--- config.mk ---
export PLATFORM = sky130hd
export DESIGN_NAME = irq_prio_ctrl
export DESIGN_NICKNAME = d
export VERILOG_FILES = /design/src/rtl/irq_prio_pkg.sv /design/src/rtl/irq_flag_unit.sv /design/src/rtl/irq_arbiter.sv /design/src/rtl/irq_level_stack.sv /design/src/rtl/irq_prio_ctrl.sv
export SDC_FILE = /design/constraint.sdc
export NUM_CORES = 1
export LEC_CHECK = 0
export BUFFER_PORTS_ARGS = -buffer_cell sky130_fd_sc_hd__buf_4
export CORE_MARGIN = 1
export CORE_UTILIZATION = 52
export DETAILED_ROUTE_END_ITERATION = 7
export GPL_ROUTABILITY_DRIVEN = 0
export GPL_TIMING_DRIVEN = 0
export PLACE_DENSITY = 0.91
export SYNTH_ARGS = -nofsm -noshare
export SYNTH_HDL_FRONTEND = slang
export SYNTH_SLANG_ARGS = --single-unit
--- constraint.sdc ---
create_clock -name clk -period 11 [get_ports clk]
set_clock_uncertainty 0.2 [all_clocks]
set_input_delay 1.1 -clock clk [delete_from_list [all_inputs] [get_ports clk]]
set_output_delay 1.1 -clock clk [all_outputs]
set_load 0.01 [all_outputs]
--- src/rtl/irq_prio_pkg.sv ---
package irq_prio_pkg;

  localparam int NUM_SRC = 10;
  localparam int NUM_EXT = 6;
  localparam int NUM_TMR = 2;
  localparam int IDX_W   = $clog2(NUM_SRC);

  typedef logic [1:0] lvl_t;
  localparam lvl_t LVL_NONE = 2'd0;
  localparam lvl_t LVL_LOW  = 2'd1;
  localparam lvl_t LVL_HIGH = 2'd2;
  localparam lvl_t LVL_AUX  = 2'd3;

  localparam logic [7:0] AUX_VECTOR = 8'h33;
  localparam int SER_SLOT = 4;
  localparam int WDT_SLOT = 9;

  // Slot of external input k: ext0 -> 0, ext1 -> 2, ext2..5 -> 5..8
  function automatic int ext_slot(input int k);
    if (k == 0) return 0;
    if (k == 1) return 2;
    return k + 3;
  endfunction

  // Slot of timer t: tmr0 -> 1, tmr1 -> 3
  function automatic int tmr_slot(input int t);
    return 2 * t + 1;
  endfunction

  // Vector arithmetic: low bank 8*slot+3, upper bank 43h+8*(slot-5)
  function automatic logic [7:0] slot_vector(input logic [IDX_W-1:0] idx);
    logic [7:0] ofs;
    if (idx < IDX_W'(5)) begin
      ofs = {1'b0, idx, 3'b000};
      return ofs + 8'h03;
    end
    ofs = {1'b0, idx - IDX_W'(5), 3'b000};
    return ofs + 8'h43;
  endfunction

  // Isolate the lowest set bit of a request vector
  function automatic logic [NUM_SRC-1:0] lowest_bit(input logic [NUM_SRC-1:0] v);
    return v & (~v + NUM_SRC'(1));
  endfunction

endpackage

--- src/rtl/irq_flag_unit.sv ---
module irq_flag_unit
  import irq_prio_pkg::*;
#(
  parameter int N_EXT = NUM_EXT,
  parameter int N_TMR = NUM_TMR
) (
  input  logic             clk,
  input  logic             rst_n,
  input  logic [N_EXT-1:0] ext_pin_n,
  input  logic [N_EXT-1:0] ext_edge,
  input  logic [N_EXT-1:0] ext_clr,
  input  logic [N_TMR-1:0] tmr_ovf,
  input  logic [N_TMR-1:0] tmr_clr,
  output logic [N_EXT-1:0] ext_flag,
  output logic [N_TMR-1:0] tmr_flag
);

  logic [N_EXT-1:0] pin_q;
  logic [N_EXT-1:0] fall_evt;

  assign fall_evt = ext_edge & pin_q & ~ext_pin_n;

  always_ff @(posedge clk or negedge rst_n) begin
    if (!rst_n) begin
      pin_q    <= '1;
      ext_flag <= '0;
      tmr_flag <= '0;
    end else begin
      pin_q <= ext_pin_n;
      for (int k = 0; k < N_EXT; k++) begin
        if (ext_edge[k]) begin
          if (fall_evt[k])     ext_flag[k] <= 1'b1;
          else if (ext_clr[k]) ext_flag[k] <= 1'b0;
        end else begin
          ext_flag[k] <= ~ext_pin_n[k];
        end
      end
      for (int t = 0; t < N_TMR; t++) begin
        if (tmr_ovf[t])      tmr_flag[t] <= 1'b1;
        else if (tmr_clr[t]) tmr_flag[t] <= 1'b0;
      end
    end
  end

  for (genvar k = 0; k < N_EXT; k++) begin : g_ext_chk
    // a sampled high-then-low in edge mode sets the flag
    assert_edge_sets_R6: assert property (@(posedge clk) disable iff (!rst_n)
      (ext_edge[k] && $past(ext_pin_n[k]) && !ext_pin_n[k]) |=> ext_flag[k]);
    // level mode copies the inverted pin
    assert_level_follows_R6: assert property (@(posedge clk) disable iff (!rst_n)
      !ext_edge[k] |=> (ext_flag[k] == !$past(ext_pin_n[k])));
  end

  for (genvar t = 0; t < N_TMR; t++) begin : g_tmr_chk
    // overflow pulse sets the flag
    assert_tmr_sets_R7: assert property (@(posedge clk) disable iff (!rst_n)
      tmr_ovf[t] |=> tmr_flag[t]);
  end

endmodule

--- src/rtl/irq_arbiter.sv ---
module irq_arbiter
  import irq_prio_pkg::*;
#(
  parameter int N  = NUM_SRC,
  localparam int IW = $clog2(N)
) (
  input  logic          clk,
  input  logic          rst_n,
  input  logic [N-1:0]  src_pend,
  input  logic [N-1:0]  src_high,
  input  logic          aux_pend,
  output logic          best_valid,
  output lvl_t          best_level,
  output logic [IW-1:0] best_idx,
  output logic          best_aux,
  output logic [N-1:0]  sel_onehot
);

  logic [N-1:0] hi_set;
  logic [N-1:0] cand;

  function automatic logic [IW-1:0] encode(input logic [N-1:0] oh);
    logic [IW-1:0] r;
    r = '0;
    for (int i = 0; i < N; i++) if (oh[i]) r = IW'(i);
    return r;
  endfunction

  always_comb begin
    hi_set = src_pend & src_high;
    if (aux_pend)     cand = '0;
    else if (|hi_set) cand = hi_set;
    else              cand = src_pend;
    sel_onehot = lowest_bit(cand);
    best_idx   = encode(sel_onehot);
    best_aux   = aux_pend;
    if (aux_pend)       best_level = LVL_AUX;
    else if (|hi_set)   best_level = LVL_HIGH;
    else if (|src_pend) best_level = LVL_LOW;
    else                best_level = LVL_NONE;
    best_valid = (best_level != LVL_NONE);
  end

  // at most one slot selected
  assert_single_sel_R5: assert property (@(posedge clk) disable iff (!rst_n)
    $onehot0(sel_onehot));
  // a high-level win selects a high-priority slot
  assert_high_sel_R4: assert property (@(posedge clk) disable iff (!rst_n)
    (best_level == LVL_HIGH) |-> ((sel_onehot & src_high & src_pend) != '0));
  // the auxiliary request masks every slot
  assert_aux_masks_R2: assert property (@(posedge clk) disable iff (!rst_n)
    aux_pend |-> (sel_onehot == '0 && best_level == LVL_AUX));

endmodule

--- src/rtl/irq_level_stack.sv ---
module irq_level_stack
  import irq_prio_pkg::*;
#(
  parameter int DEPTH = 3,
  localparam int DW = $clog2(DEPTH + 1)
) (
  input  logic          clk,
  input  logic          rst_n,
  input  logic          push,
  input  lvl_t          push_level,
  input  logic          pop,
  output lvl_t          active_level,
  output logic [DW-1:0] depth
);

  lvl_t stk [DEPTH];

  always_ff @(posedge clk or negedge rst_n) begin
    if (!rst_n) begin
      depth <= '0;
      for (int i = 0; i < DEPTH; i++) stk[i] <= LVL_NONE;
    end else if (pop) begin
      if (depth != '0) depth <= depth - DW'(1);
    end else if (push && depth != DW'(DEPTH)) begin
      for (int i = 0; i < DEPTH; i++)
        if (DW'(i) == depth) stk[i] <= push_level;
      depth <= depth + DW'(1);
    end
  end

  always_comb begin
    active_level = LVL_NONE;
    for (int i = 0; i < DEPTH; i++)
      if (DW'(i + 1) == depth) active_level = stk[i];
  end

  // depth never exceeds the stack size
  assert_no_overflow_R10: assert property (@(posedge clk) disable iff (!rst_n)
    depth <= DW'(DEPTH));
  // only strictly higher levels are pushed
  assert_push_higher_R9: assert property (@(posedge clk) disable iff (!rst_n)
    push |-> (push_level > active_level));
  // a return on a non-empty stack removes one entry
  assert_pop_one_R10: assert property (@(posedge clk) disable iff (!rst_n)
    (pop && depth != '0) |=> (depth == $past(depth) - DW'(1)));

endmodule

--- src/rtl/irq_prio_ctrl.sv ---
module irq_prio_ctrl
  import irq_prio_pkg::*;
#(
  parameter int NUM_AUX     = 7,
  parameter int STACK_DEPTH = 3
) (
  input  logic               clk,
  input  logic               rst_n,
  input  logic [NUM_AUX-1:0] aux_flag,
  input  logic [NUM_AUX-1:0] aux_en,
  input  logic               aux_master_en,
  input  logic [NUM_EXT-1:0] ext_pin_n,
  input  logic [NUM_EXT-1:0] ext_edge_mode,
  input  logic [NUM_TMR-1:0] tmr_ovf,
  input  logic               ser_rx_flag,
  input  logic               ser_tx_flag,
  input  logic               wdt_flag,
  input  logic [NUM_SRC-1:0] src_en,
  input  logic               global_en,
  input  logic [NUM_SRC-1:0] src_high,
  input  logic               irq_ack,
  input  logic               irq_ret,
  output logic               irq_req,
  output logic [7:0]         irq_vector,
  output logic [1:0]         irq_level,
  output logic [1:0]         active_level,
  output logic [NUM_EXT-1:0] ext_flag,
  output logic [NUM_TMR-1:0] tmr_flag
);

  localparam int SDW = $clog2(STACK_DEPTH + 1);

  logic [NUM_SRC-1:0] src_raw;
  logic [NUM_SRC-1:0] src_pend;
  logic [NUM_SRC-1:0] sel_onehot;
  logic               aux_pend;
  logic               best_valid;
  lvl_t               best_level;
  logic [IDX_W-1:0]   best_idx;
  logic               best_aux;
  logic               take;
  logic [NUM_EXT-1:0] ext_clr;
  logic [NUM_TMR-1:0] tmr_clr;
  lvl_t               act_lvl;
  logic [SDW-1:0]     stk_depth;

  irq_flag_unit #(.N_EXT(NUM_EXT), .N_TMR(NUM_TMR)) u_flags (
    .clk(clk), .rst_n(rst_n),
    .ext_pin_n(ext_pin_n), .ext_edge(ext_edge_mode), .ext_clr(ext_clr),
    .tmr_ovf(tmr_ovf), .tmr_clr(tmr_clr),
    .ext_flag(ext_flag), .tmr_flag(tmr_flag)
  );

  always_comb begin
    src_raw = '0;
    for (int k = 0; k < NUM_EXT; k++) src_raw[ext_slot(k)] = ext_flag[k];
    for (int t = 0; t < NUM_TMR; t++) src_raw[tmr_slot(t)] = tmr_flag[t];
    src_raw[SER_SLOT] = ser_rx_flag | ser_tx_flag;
    src_raw[WDT_SLOT] = wdt_flag;
  end

  assign src_pend = src_raw & src_en & {NUM_SRC{global_en}};
  assign aux_pend = aux_master_en & (|(aux_flag & aux_en));

  irq_arbiter #(.N(NUM_SRC)) u_arb (
    .clk(clk), .rst_n(rst_n),
    .src_pend(src_pend), .src_high(src_high), .aux_pend(aux_pend),
    .best_valid(best_valid), .best_level(best_level), .best_idx(best_idx),
    .best_aux(best_aux), .sel_onehot(sel_onehot)
  );

  irq_level_stack #(.DEPTH(STACK_DEPTH)) u_stack (
    .clk(clk), .rst_n(rst_n),
    .push(take), .push_level(best_level), .pop(irq_ret),
    .active_level(act_lvl), .depth(stk_depth)
  );

  assign irq_req      = best_valid && (best_level > act_lvl);
  assign take         = irq_ack & irq_req & ~irq_ret;
  assign active_level = act_lvl;
  assign irq_level    = irq_req ? best_level : LVL_NONE;
  assign irq_vector   = !irq_req ? 8'h00 : (best_aux ? AUX_VECTOR : slot_vector(best_idx));

  always_comb begin
    for (int k = 0; k < NUM_EXT; k++)
      ext_clr[k] = take & ~best_aux & sel_onehot[ext_slot(k)];
    for (int t = 0; t < NUM_TMR; t++)
      tmr_clr[t] = take & ~best_aux & sel_onehot[tmr_slot(t)];
  end

  // a presented request outranks the running handler
  assert_req_above_R9: assert property (@(posedge clk) disable iff (!rst_n)
    irq_req |-> (irq_level > active_level));
  // the shared vector always comes at the top level
  assert_aux_level_R2: assert property (@(posedge clk) disable iff (!rst_n)
    (irq_req && irq_vector == AUX_VECTOR) |-> (irq_level == LVL_AUX));
  // with the global enable off only the auxiliary path can request
  assert_global_gate_R3: assert property (@(posedge clk) disable iff (!rst_n)
    (!global_en && !aux_pend) |-> !irq_req);
  // an acknowledge raises the active level to the taken level
  assert_push_level_R10: assert property (@(posedge clk) disable iff (!rst_n)
    (take && stk_depth != SDW'(STACK_DEPTH)) |=> (active_level == $past(irq_level)));

  for (genvar t = 0; t < NUM_TMR; t++) begin : g_tclr
    // taking a timer vector clears its flag unless re-set
    assert_tmr_clear_R7: assert property (@(posedge clk) disable iff (!rst_n)
      (tmr_clr[t] && !tmr_ovf[t]) |=> !tmr_flag[t]);
  end

endmodule

Word-level counts from Yosys, hierarchy flattened
Index checks and enable logic that the tools add are counted.
{ "word_totals": {"out_inout_bits": 21, "regBits": 22, "inputBits": 57} }
{ "classes": {"addsub": 6, "magnitude_cmp": 2, "eq_ne": 11, "reduce_logical": 15, "mux": 48, "bitwise_logic": 30} }
{ "ops": {"columns": ["operator", "n"], "rows": [
  ["$and A10 B10 Y10", 4],
  ["$mux W8", 4],
  ["$mux W1", 25],
  ["$mux W2", 11],
  ["$mux W10", 2],
  ["$reduce_or A10 Y1", 2],
  ["$ne A3 B1 Y1 const B", 6],
  ["$and A1 B1 Y1", 12],
  ["$and A6 B6 Y6", 2],
  ["$mux W3", 4],
  ["$add A10 B1 Y10 const B", 1],
  ["$not A10 Y10", 1],
  ["$reduce_bool A2 Y1", 5],
  ["$reduce_and A3 Y1", 3],
  ["$add A7 B2 Y8 const B", 1],
  ["$add A7 B7 Y8 const B", 1],
  ["$mux W4", 2],
  ["$not A1 Y1", 8],
  ["$and A7 B7 Y7", 1],
  ["$reduce_or A7 Y1", 1],
  ["$not A6 Y6", 1],
  ["$eq A2 B2 Y1 const A", 2],
  ["$lt A4 B3 Y1 const B", 1],
  ["$sub A4 B3 Y4 const B", 1],
  ["10 further kinds", 11]
]} }

Logic depth before layout (Yosys ltp)
Gate-level depths: netlist of run 1.
{ "depth": {"ltp_word": 24, "mapped_depth": 14} }

By module
Synthesis of run 1 repeated with hierarchy kept, for this count alone.
{ "hier_totals": {"cells_unflattened": 215, "area_unflattened_um2": 2016.9} }
{ "by_module_without_submodules": {"columns": ["mod", "area_per_inst_um2", "cells_each", "n_inst", "seq_area_each_um2"], "rows": [
  ["irq_arbiter", 568.0, 81, 1, 0.0],
  ["irq_flag_unit", 560.5, 36, 1, 357.8],
  ["irq_level_stack", 462.9, 39, 1, 200.2],
  ["irq_prio_ctrl", 425.4, 59, 1, 0.0]
]} }

Worst setup path after synthesis of run 1
No wires, ideal clock.
{ "synth_path": {"kind": "input to output", "start": "in global_en", "end": "out irq_vector[3]", "slack_ns": 5.786, "stages": 13, "arrival_time_ns": 3.914, "t_required_ns": 9.700, "cell_sequence": "buf_2 -> and3_1 -> or4_1 -> nor4_4 -> nor2_1 -> nor2_1 -> ha_1 -> nand2_1 -> o21ai_0 -> a21oi_2 -> and2_1 -> a21bo_1 -> mux2i_1"} }
{ "synth_via": {"elab_cells_between_ends": 33, "cone_classes": "4 x add/sub; 2 x order compare; 19 x mux; 4 x bitwise; 4 x reduce/logical"} }
{ "synth_rtl": {"columns": ["item", "line", "rtl"], "rows": [
  ["from (decl)", "irq_prio_ctrl.sv:19", "input logic global_en,"],
  ["$and A10 B10 Y10 *", "irq_prio_ctrl.sv:62", "assign src_pend = src_raw & src_en & {NUM_SRC{global_en}};"],
  ["$reduce_or A10 Y1 or $and A10 B10 Y10 (tied branches)", "irq_arbiter.sv:39, irq_arbiter.sv:30", null],
  ["$mux W1 or $reduce_or A10 Y1 (tied branches)", "irq_arbiter.sv:39, irq_arbiter.sv:38", null],
  ["$mux W2 *", "irq_arbiter.sv:38", "else if (|hi_set) best_level = LVL_HIGH;"],
  ["$mux W2 *", "irq_arbiter.sv:37", "if (aux_pend) best_level = LVL_AUX;"],
  ["$gt A2 B2 Y1 or $reduce_bool A2 Y1 (tied branches)", "irq_prio_ctrl.sv:78, irq_arbiter.sv:41", null],
  ["$logic_and A1 B1 Y1 *", "irq_prio_ctrl.sv:78", "assign irq_req = best_valid && (best_level > act_lvl);"],
  ["named net irq_req", "irq_prio_ctrl.sv:23", "output logic irq_req,"],
  ["$mux W8 *", "irq_prio_ctrl.sv:82", "assign irq_vector = !irq_req ? 8'h00 : (best_aux ? AUX_VECTOR : slot_vector(best_idx));"],
  ["to (decl)", "irq_prio_ctrl.sv:24", "output logic [7:0] irq_vector,"]
]} }
The timed path passes the listed nets; every way through them passes the cells marked *. The select of a mux whose other input is x is not followed.

Worst setup path after layout of run 1
{ "layout_path": {"start": "in global_en", "end": "out irq_vector[3]"} }
{ "layout_via": {"elab_chain_len": 22, "elab_cells_between_ends": 33, "cone_classes": "4 x add/sub; 2 x order compare; 19 x mux; 4 x bitwise; 4 x reduce/logical"} }
{ "layout_rtl": {"columns": ["item", "line", "rtl"], "rows": [
  ["$and A10 B10 Y10 *", "irq_prio_ctrl.sv:62", null],
  ["$and A10 B10 Y10", "irq_arbiter.sv:30", "hi_set = src_pend & src_high;"],
  ["$reduce_or A10 Y1", "irq_arbiter.sv:32, irq_arbiter.sv:38", null],
  ["$mux W10", "irq_arbiter.sv:32", "else if (|hi_set) cand = hi_set;"],
  ["$mux W10", "irq_arbiter.sv:31", "if (aux_pend) cand = '0;"],
  ["$not A10 Y10", "irq_prio_pkg.sv:43", "return v & (~v + NUM_SRC'(1));"],
  ["$add A10 B1 Y10", "irq_prio_pkg.sv:43", null],
  ["$and A10 B10 Y10", "irq_prio_pkg.sv:43", null],
  ["$mux W1", "irq_arbiter.sv:25", "for (int i = 0; i < N; i++) if (oh[i]) r = IW'(i);"],
  ["$mux W2 (2 in series)", "irq_arbiter.sv:25", null],
  ["$mux W3 (4 in series)", "irq_arbiter.sv:25", null],
  ["$mux W4 (2 in series)", "irq_arbiter.sv:25", null],
  ["$sub A4 B3 Y4, or another cell as far along", "irq_prio_pkg.sv:37", "ofs = {1'b0, idx - IDX_W'(5), 3'b000};"],
  ["$add A7 B7 Y8, or another cell as far along", "irq_prio_pkg.sv:38", "return ofs + 8'h43;"],
  ["$mux W8", "irq_prio_pkg.sv:37", null],
  ["$mux W8", "irq_prio_ctrl.sv:82", null],
  ["$mux W8 *", "irq_prio_ctrl.sv:82", null]
]} }
Mark *: on every way between the ends. The rest lies on a longest branch, timed or not. The select of a mux whose other input is x is not followed.

==> results of run 1 <==
-- cell usage after synthesis (4+ instances only) --
cell	n
a21oi_1	6
nor2b_1	7
inv_1	5
nand2_1	21
nand3_1	14
o211ai_1	4
and3_1	6
nor2_1	12
nand4_1	9
dfstp_2	6
buf_2	4
nand4_2	4
dfrtp_1	16
o21ai_0	19
ha_1	7
-- flip-flops by register name, summed over array words and instances, names as in the netlist --
| signal | count |
|---|---|
| u_flags.ext_flag | 6 |
| u_flags.pin_q | 6 |
| u_stack.stk | 6 |
| u_flags.tmr_flag | 2 |
| u_stack.depth | 2 |
-- how the worst max path moves through the flow --
stage / start / to / slack, ns
finish: global_en / irq_vector[3] / 5.16
detailed placement: global_en / irq_vector[3] / 5.18
global placement: global_en / irq_vector[3] / 5.29
global route: global_en / irq_vector[3] / 4.91
floorplan: global_en / irq_vector[3] / 5.79
CTS: global_en / irq_vector[3] / 5.16
-- per-layer routing --
layer | wire length (um) | part of all wire [%] | vias up
met2 | 2300 | 46 | 96
met3 | 399 | 8.0 | 7
met1 | 2210 | 45 | 929
met4 | 51 | 1.0 | 0
li1 | - | - | 990
met5 | 0 | 0 | -
-- stage by stage --
step | instances | utilization [%] | worst slack [ns]
after floorplan | 210 | - | 5.79
after global placement | 332 | 73.2 | 5.29
after detailed placement | 332 | 73.2 | 5.18
after CTS | 336 | 74.0 | 5.16
after global routing | 336 | 74.0 | 4.91
final | 336 | 74.0 | 5.16
-- worst reg2reg max path, stage by stage, from the launching register on --
cell,delay (ns)
dfrtp_1,0.44
and3_1,0.25
or4_1,0.60
nor4_4,0.35
nor2_1,0.07
nor2_1,0.28
ha_1,0.30
nand2_1,0.06
o21ai_0,0.17
a2111oi_1,0.93
nand2_1,0.23
nand2_1,0.12
o21ai_0,0.08
-- power by group through the flow --
stage / registers [mW] / logic (mW) / clock network, mW
3_3_place_gp: 0.112 / 0.230 / 0
5_1_grt: 0.113 / 0.268 / 0.0426
3_5_place_dp: 0.113 / 0.238 / 0
4_1_cts: 0.111 / 0.240 / 0.0397
6_report: 0.111 / 0.240 / 0.0394
2_1_floorplan: 0.111 / 0.145 / 0
-- kinds of logic (layout without fill, tap and decap cells) --
family / after synthesis / after routing / synth area share, %
xor+xnor: 1 / 1 / 0.478
compound gates: 69 / 69 / 28.3
buf+inv: 12 / 92 / 3.34
flops: 22 / 22 / 30.4
mux: 1 / 1 / 0.546
fa+ha+maj: 7 / 7 / 4.78
other cells: 1 / 1 / 0.205
simple gates: 97 / 97 / 31.9
-- cell usage in the layout (no fill, tap or decap), types with 5 or more instances in the layout --
cell type  count
nand4_1        9
nand3_1       14
dfstp_2        6
nor2b_1        7
dfrtp_1       16
o21ai_0       19
buf_4         79
inv_1          5
a21oi_1        6
and3_1         6
ha_1           7
nor2_1        12
nand2_1       21
-- cell type report --
type	count	share of cell area, %
multi-input cells	176	48.8
well taps	46	2.31
inverters	5	0.755
plain buffers	7	1.71
repair buffers	76	22.9
flip-flops and latches	22	22.4
clock buffers	4	1.06
==> results by group, run 1 <==
Yosys
  – Syn_nets: 274
  – Synthesized flop and latch total: 22
  – Syn Std Cell Area: 1830 um2
  – Leading area contributor after synthesis: dfrtp_1
  – Synth warn: 0
  – Synth async-reset ratio: 100%
  – Area share of the largest cell type after synthesis: 21.8%
  – Syn avg cell area: 8.73 um2
  – Register area share after synthesis: 30.4%
  – Post-synth EDFFs: 0
  – Cells after Synth: 210
  – Post-synth top flop: dfrtp_1
  – Synth unique cells: 61
  – Most area-consuming cells after synthesis: dfrtp_1, dfstp_2, o21ai_0

Floorplanning
  – FP Rows: 21
  – Total die area: 3770 um2
  – Die height: 61.4 um
  – Top-level I/O count: 78
  – Core Region: 3360 um2
  – Initial core utilization: 54.5%
  – Die width: 61.4 um

Timing
  – Max Slew Vio Count: 0
  – Fin Hold WS: 0.304 ns
  – Period utilisation layout: 53.1%
  – F_max: 171 MHz
  – Minimum clock period: 5.84 ns
  – Final hold vios: 0
  – Count of final setup violators: 0
  – TNS Setup: 0 ns
  – Slew @ Worst Pin: 0.980 ns
  – Slew headroom: 34.5%
  – Unrepaired setup endpoints after global routing: no

Drt
  – DRC viols: 0
  – Number of iterations in the first detailed-routing pass: 4
  – Drt wl/cell: 14.8 um
  – Vias per cell: 6.02
  – Iteration-0 DRC Markers: 109
  – Total vias in the final route: 2022
  – Final ANT Viol Nets: 0
  – Final wirelength: 4970 um

Clock network
  – Post-CTS sizing: 0
  – Root Driver: clkbuf_4
  – CTS Buffer Depth: 2
  – Hold-fix buffers, CTS: 0
  – Num Clock Sinks: 22
  – H-tree Lvls: 1
  – CTS tree: done
  – Clk_lat worst skew: 0.31 ns
  – CTS buffer count: 3
  – Postcts setup bufs: 0
  – Clock slew at reported path FFs: 0.12 ns

Global routing
  – Busiest layer in global routing: met2
  – GRT Total Usage: 27.2%
  – M2 GR Usage: 47.0%
  – Largest net degree at the start of global routing: 23
  – Vias in the first global route: 1786
  – GRT Residual Overflow: 0
  – Met3 Use GR: 4.41%
  – First-pass GRT wire length: 7600 um
  – Initial antenna violation count: 0
  – Grt met1 use: 35.5%

Run status
  – Status: completed

Critical path
  – CP max FO: 10
  – Worst path cell trace: buf_4 > buf_2 > and3_1 > or4_1 > nor4_4 > nor2_1 > nor2_1 > ha_1 > nand2_1 > o21ai_0 > a21oi_2 > and2_1 > a21bo_1 > mux2i_1 > buf_4
  – CP Launch Type: primary input
  – Levels on crit path: 15
  – Crit Path Class: primary input to primary output
  – Crit Reg-Reg Startpoint: u_flags.ext_flag[0]
  – Worst reg2reg path depth: 12
  – Worst R2R Setup Slack: 6.79 ns
  – CP max-delay cell: or4_1
  – Arr. time, crit path: 4.54 ns
  – Critical Path Sink Type: primary output
  – WP buf/inv: 3
  – FF-to-FF End: u_stack.stk[5]
  – Data required, critical path: 9.70 ns
  – Delay-heaviest family, CP: simple AND/OR/NAND/NOR gates
  – Worst path max stage delay: 0.58 ns

Power and ir drop
  – Final Total Pwr: 390 uW
  – Clock share of power: 10.1%
  – Switching share of power: 41.2%
  – Leakage: 1.14 nW
  – P_sw: 161 uW
  – Max IR drop VDD: 0.000113 V
  – Power Dens Cells: 157 nW/um2
  – Gate power share: 61.4%
  – Int Pwr: 229 uW
  – Seq pwr share: 28.5%

Placed design
  – # port buffers: 76
  – Detail Placement HPWL: 4010 um
  – Post-DP Area: 2460 um2

Layout
  – Final nets: 355
  – Area grow syn2layout: 35.7%
  – Register area: 558 um2
  – Multi-input logic area: 1210 um2
  – FILL cells: 287
  – Fraction of layout cells with a size suffix above 1: 37.9%
  – Diode count: 0
  – Finished layout cell area: 2490 um2

Min path
  – Hold Path End: u_stack.stk[4]
  – Hold Crit Start: u_stack.stk[4]
  – Hold depth: 2
  – Worst min-delay path class: flip-flop to flip-flop

Flow run
  – Max-cap viol count: 0
Note: power is estimated with default switching activity, not from simulation.
==> inputs of run 2 (changes only) <==
--- a/config.mk
+++ b/config.mk
@@ -7,11 +7,11 @@
 export LEC_CHECK = 0
 export BUFFER_PORTS_ARGS = -buffer_cell sky130_fd_sc_hd__buf_4
 export CORE_MARGIN = 1
-export CORE_UTILIZATION = 52
+export CORE_UTILIZATION = 48
 export DETAILED_ROUTE_END_ITERATION = 7
 export GPL_ROUTABILITY_DRIVEN = 0
 export GPL_TIMING_DRIVEN = 0
-export PLACE_DENSITY = 0.91
+export PLACE_DENSITY = 0.85
 export SYNTH_ARGS = -nofsm -noshare
 export SYNTH_HDL_FRONTEND = slang
 export SYNTH_SLANG_ARGS = --single-unit
==> constraint.sdc (replaced) <==
create_clock -name clk -period 5.95 [get_ports clk]
set_clock_uncertainty 0.2 [all_clocks]
set_input_delay 0.595 -clock clk [delete_from_list [all_inputs] [get_ports clk]]
set_output_delay 0.595 -clock clk [all_outputs]
set_load 0.01 [all_outputs]
==> run 2 against run 1 <==
  * Sequential power grew 85%
  * Total power grew 91%
  * Clock power grew 150%
  * Sequential share of layout area shrank 0.19 points
  * Cell area grew 0.86%
  * First-iteration DRC count grew 17%
  * Via count grew 0.84%
  * Non-clock buffer count is the same
  * Sequential cell count is the same
  * Clock-buffer cell count is the same
  * Register-to-register slack lost 5.0 ns
  * Combinational power grew 85%
  * Critical path type unchanged
==> results by group, run 2 (synthesis results as in run 1) <==
Timing
  – TNS Setup: 0 ns (unchanged)
  – Period utilisation layout: 80.7%
  – Max Slew Vio Count: 0 (unchanged)
  – Minimum clock period: 4.80 ns
  – Final worst setup slack: 1.15 ns (-4.01 ns)
  – Count of final setup violators: 0 (unchanged)
  – Slew @ Worst Pin: 0.853 ns (-0.127 ns)
  – Final hold vios: 0 (unchanged)
  – F_max: 208 MHz
  – Unrepaired setup endpoints after global routing: no
  – Slew headroom: 43.0% (+8.5 points)
  – Fin Hold WS: 0.00695 ns (-0.297 ns)

Layout
  – Final nets: 355 (unchanged)
  – Post-layout util: 68.5% (-5.4 points)
  – Area grow syn2layout: 36.9%
  – Largest regs: u_flags.ext_flag (6), u_flags.pin_q (6), u_stack.stk (6)
  – Diode count: 0 (unchanged)
  – Fraction of layout cells with a size suffix above 1: 37.9% (unchanged)
  – Non-Filler Instances: 338 (+0.60%)
  – Most common cell after layout, fill and taps aside: buf_4
  – Commonest cells after routing, fill and taps aside: buf_4, nand2_1, o21ai_0
  – Finished layout cell area: 2510 um2 (+0.86%)

Critical path
  – Crit Path Class: primary input to primary output
  – CP Launch Type: primary input
  – Data required, critical path: 5.16 ns (-4.54 ns)
  – CP max FO: 10 (unchanged)
  – Arr. time, crit path: 4.01 ns (-0.53 ns)
  – Worst path max stage delay: 0.57 ns (about the same)
  – Critical Path Sink Type: primary output
  – CP max-delay cell: or4_1
  – Worst path cell trace: buf_4 > buf_2 > and3_1 > or4_1 > nor4_4 > nor2_1 > nor2_1 > ha_1 > nand2_1 > o21ai_0 > a21oi_2 > and2_1 > a21bo_1 > mux2i_1 > buf_4

Global routing
  – GRT Total Usage: 25.7% (-1.5 points)
  – GRT Residual Overflow: 0 (unchanged)
  – Largest net degree at the start of global routing: 23 (unchanged)
  – Initial antenna violation count: 0 (unchanged)
  – First-pass GRT wire length: 8350 um (+9.8%)
  – Vias in the first global route: 1889 (+5.8%)

Floorplanning
  – Core Region: 3660 um2 (+8.9%)
  – Top-level I/O count: 78 (unchanged)
  – FP Rows: 22 (+4.8%)
  – Initial core utilization: 50.1% (-4.4 points)
  – Die height: 63.8 um (+4.0%)
  – Total die area: 4070 um2 (+8.1%)
  – Die width: 63.8 um (+4.0%)

Drt
  – Drt wl/cell: 15.1 um (+2.4%)
  – Vias per cell: 6.03 (+0.24%)
  – Iteration-0 DRC Markers: 127 (+17%)
  – DRC viols: 0 (unchanged)
  – Total vias in the final route: 2039 (+0.84%)
  – Final ANT Viol Nets: 0 (unchanged)
  – Number of iterations in the first detailed-routing pass: 4 (unchanged)
  – Final wirelength: 5120 um (+3.0%)

Clock network
  – Num Clock Sinks: 22 (unchanged)
  – Root Driver: clkbuf_8
  – Clk_lat worst skew: 0.27 ns (-0.04 ns)
  – Clock slew at reported path FFs: 0.07 ns (-0.05 ns)
  – CTS tree: done
  – CTS buffer count: 3 (unchanged)
  – Postcts setup bufs: 0 (unchanged)
  – Hold-fix buffers, CTS: 0 (unchanged)
  – H-tree Lvls: 1 (unchanged)
  – CTS Buffer Depth: 2 (unchanged)
  – Post-CTS sizing: 0 (unchanged)

Placed design
  – Placed Cells: 334 (+0.60%)
  – # port buffers: 76 (unchanged)
  – Post-DP Area: 2460 um2 (+0.10%)
  – Pre-CTS setup slack: 1.20 ns (-3.99 ns)
  – Detail Placement HPWL: 4080 um (+1.6%)

Run status
  – Status: completed

Flow run
  – Max-cap viol count: 0 (unchanged)

Power and ir drop
  – Max IR drop VDD: 0.000223 V (+97%)
  – Power Dens Cells: 297 nW/um2 (+89%)
  – Leakage: 1.15 nW (+0.68%)
  – Final Total Pwr: 745 uW (+91%)

Min path
  – Worst min-delay path class: primary input to async pin
run 2: changes by cell type in the layout (fill, tap and decap cells not counted):
cell	change
clkbuf_8	+3
clkbuf_4	-3
run 2: metal layers:
layer	GRT usage, %	vias to the layer above	share of wire (%)	wire [um]
li1	-	982	-	-
met1	35.8	949	43	2200
met2	42.3	101	47	2430
met3	3.04	7	8.4	432
met4	6.25	0	1.1	57
met5	0	-	0	0
run 2: final cells by class:
type | instances | area [um2]
multi-input cells | 176 | 1210
fillers | 323 | 1150
repair buffers | 76 | 571
flip-flops and latches | 22 | 558
well taps | 48 | 60.1
clock buffers | 4 | 45.0
plain buffers | 7 | 42.5
inverters | 5 | 18.8
run 2: where the power goes:
group          switching [mW]  internal [mW]
clock                  0.0491         0.0478
sequential             0.0215          0.184
combinational           0.229          0.214
total                   0.299          0.446
run 2: critical path: cells and delay by family:
family	cells	cell delay [ns]
adder cells (fa/ha/maj)	1	0.30
buffers and inverters	3	0.43
AND/OR/NAND/NOR	7	1.74
AO/OA/AOI/OAI	3	0.80
multiplexers	1	0.12
run 2: path summary, 6_finish.rpt:
check	startpoint	endpoint	slack [ns]	cells after the start
worst max-delay path	global_en	irq_vector[3]	1.15	15
min in group clk	ext_pin_n[0]	u_flags.pin_q[0]	0.24	1
worst min-delay path	rst_n	u_flags.ext_flag[5]	0.007	1
worst max register to register	u_flags.ext_flag[0]	u_stack.stk[1]	1.83	12
worst min register to register	u_stack.stk[5]	u_stack.stk[5]	0.29	2
max in group asynchronous	rst_n	u_flags.pin_q[1]	5.26	1
==> inputs of run 3 (changes only) <==
--- a/config.mk
+++ b/config.mk
@@ -7,11 +7,11 @@
 export LEC_CHECK = 0
 export BUFFER_PORTS_ARGS = -buffer_cell sky130_fd_sc_hd__buf_4
 export CORE_MARGIN = 1
-export CORE_UTILIZATION = 48
+export CORE_UTILIZATION = 43
 export DETAILED_ROUTE_END_ITERATION = 7
 export GPL_ROUTABILITY_DRIVEN = 0
 export GPL_TIMING_DRIVEN = 0
-export PLACE_DENSITY = 0.85
+export PLACE_DENSITY = 0.81
 export SYNTH_ARGS = -nofsm -noshare
 export SYNTH_HDL_FRONTEND = slang
 export SYNTH_SLANG_ARGS = --single-unit
==> constraint.sdc (replaced) <==
create_clock -name clk -period 4.1 [get_ports clk]
set_clock_uncertainty 0.2 [all_clocks]
set_input_delay 0.41 -clock clk [delete_from_list [all_inputs] [get_ports clk]]
set_output_delay 0.41 -clock clk [all_outputs]
set_load 0.01 [all_outputs]
==> run 3 against run 2 <==
  * Combinational power rose by 61%
  * Total power grew 57%
  * Critical path depth decreased by 2
  * Utilization shrank 1.2 points
  * Highest routed layer unchanged
  * Wire length increased by 7.8%
  * Via count rose by 5.0%
  * Largest power group unchanged
  * Sequential cell count is the same
  * Sequential power increased by 47%
  * Cell count is 4.7% higher
==> results by group, run 3 (synthesis results as in run 1) <==
Run status
  – Status: completed

Global routing
  – GRT Total Usage: 24.3% (-1.4 points)
  – Vias in the first global route: 1823 (-3.5%)
  – Largest net degree at the start of global routing: 23 (unchanged)
  – Initial antenna violation count: 0 (unchanged)
  – GRT Residual Overflow: 0 (unchanged)
  – First-pass GRT wire length: 8210 um (-1.7%)

Timing
  – Minimum clock period: 3.96 ns
  – Unrepaired setup endpoints after global routing: yes
  – Max Slew Vio Count: 0 (unchanged)
  – Slew headroom: 38.7% (-4.4 points)
  – Period utilisation layout: 96.7%
  – Final worst setup slack: 0.136 ns (-1.01 ns)
  – Final hold vios: 0 (unchanged)
  – F_max: 252 MHz
  – Slew @ Worst Pin: 0.918 ns (+0.0651 ns)
  – Count of final setup violators: 0 (unchanged)

Floorplanning
  – Total die area: 4530 um2 (+11%)
  – Top-level I/O count: 78 (unchanged)
  – Core Region: 4060 um2 (+11%)
  – Die width: 67.3 um (+5.5%)
  – FP Rows: 23 (+4.5%)
  – Die height: 67.3 um (+5.5%)
  – Initial core utilization: 45.2% (-4.9 points)

Layout
  – Post-layout util: 67.3% (-1.2 points)
  – Final nets: 369 (+3.9%)
  – Commonest cells after routing, fill and taps aside: buf_4, nand2_1, o21ai_0
  – Multi-input logic area: 1320 um2 (+8.6%)
  – Largest regs: u_flags.ext_flag (6), u_flags.pin_q (6), u_stack.stk (6)
  – Fraction of layout cells with a size suffix above 1: 45.1% (+7.1 points)
  – Diode count: 0 (unchanged)
  – Most common cell after layout, fill and taps aside: buf_4
  – Non-Filler Instances: 354 (+4.7%)
  – Area grow syn2layout: 49.1%
  – FILL cells: 327 (+1.2%)
  – Register area: 558 um2 (unchanged)

Critical path
  – Worst reg2reg path depth: 11 (-1)
  – Crit Reg-Reg Startpoint: u_flags.ext_flag[0]
  – Worst path cell trace: and3_1 > or4_4 > nor4_4 > nor2_1 > nor2_2 > ha_1 > nand2_1 > o21ai_1 > a21oi_2 > buf_4 > a21bo_1 > a31oi_1 > buf_4
  – CP max-delay cell: or4_4
  – Crit Path Class: flip-flop to primary output
  – CP Launch Type: flip-flop
  – Setup crit start: u_flags.ext_flag[0]
  – Arr. time, crit path: 3.35 ns (-0.66 ns)
  – CP dominant cell by count: buf_4
  – CP max FO: 7 (-3)
  – Data required, critical path: 3.49 ns (-1.67 ns)
  – Worst path max stage delay: 0.58 ns (about the same)
  – Critical Path Sink Type: primary output

Placed design
  – Detail Placement HPWL: 4200 um (+2.9%)
  – Pre-CTS setup slack: -0.296 ns (-1.49 ns)
  – Placed Cells: 336 (+0.60%)
  – # port buffers: 76 (unchanged)

Drt
  – Final ANT Viol Nets: 0 (unchanged)
  – Number of iterations in the first detailed-routing pass: 5 (+1)
  – Vias per cell: 6.05 (+0.21%)
  – DRC viols: 0 (unchanged)
  – Final wirelength: 5520 um (+7.8%)
  – Drt wl/cell: 15.6 um (+2.9%)
  – Total vias in the final route: 2140 (+5.0%)
  – Iteration-0 DRC Markers: 112 (-12%)

Min path
  – Hold Crit Start: ext_pin_n[1]
  – Hold depth: 1
  – Worst min-delay path class: primary input to flip-flop

Clock network
  – Clk_lat worst skew: 0.26 ns (about the same)
  – Clock slew at reported path FFs: 0.08 ns (about the same)
  – Num Clock Sinks: 22 (unchanged)
  – CTS tree: done
  – CTS buffer count: 3 (unchanged)
  – Root Driver: clkbuf_8
  – CTS Buffer Depth: 2 (unchanged)
  – H-tree Lvls: 1 (unchanged)

Power and ir drop
  – Final Total Pwr: 1.17 mW (+57%)
  – Leakage: 1.25 nW (+8.2%)
  – Max IR drop VDD: 0.000210 V (-5.8%)
  – Power Dens Cells: 429 nW/um2 (+44%)

Flow run
  – Max-cap viol count: 0 (unchanged)
## run 3: final cells by class
type                            count  share of cell area (%)
Clock buffer                        4                    2.01
Buffer                              7                    1.56
Inverter                            5                   0.687
Timing Repair Buffer               90                    24.8
Sequential cell                    22                    20.4
Multi-Input combinational cell    176                    48.2
Tap cell                           50                    2.29
## run 3: critical path, delay by kind of cell, from the launching register on
kind            cells  cell delay [ns]
fa+ha+maj           1             0.26
compound gates      4             0.64
buf+inv             2             0.33
flops               1             0.41
simple gates        6             1.46
## run 3: stage by stage
stage	TNS [ns]	area, um2	hold slack, ns
floorplan	0	1830	-0.0856
global placement	-1.37	2470	0.115
detailed placement	-2.26	2470	0.123
CTS	0	2550	0.0546
global route	-0.153	2730	0.0430
finish	0	2730	0.0518
## run 3: power by group
group | total, mW | internal [mW] | switching (mW)
Combinational | 0.713 | 0.354 | 0.360
Sequential | 0.301 | 0.266 | 0.0342
Clock | 0.159 | 0.0857 | 0.0728
## run 3: layer usage
| metal | track usage (%) | routed length, um |
|---|---|---|
| met3 | 3.04 | 485 |
| met1 | 32.6 | 2330 |
| met4 | 5.85 | 54 |
| met5 | 0 | 0 |
| met2 | 41.4 | 2640 |
## run 3: final timing paths
| kind | endpoint | slack [ns] |
|---|---|---|
| min reg2reg | u_stack.stk[4] | 0.30 |
| max in group asynchronous | u_flags.pin_q[5] | 3.06 |
| max | irq_vector[5] | 0.14 |
| min | u_flags.pin_q[1] | 0.05 |
| max reg2reg | u_stack.stk[5] | 0.26 |
| min in group asynchronous | u_stack.stk[0] | 0.36 |
## run 3: what timing repair did
item | CTS | global route
pin swaps | 1 | 6
endpoints found under the hold margin | 16 | 0
hold buffers | 1 | 0
buffers inserted | 1 | 12
gates resized for setup | 2 | 18
endpoints found under the setup margin | 5 | 12
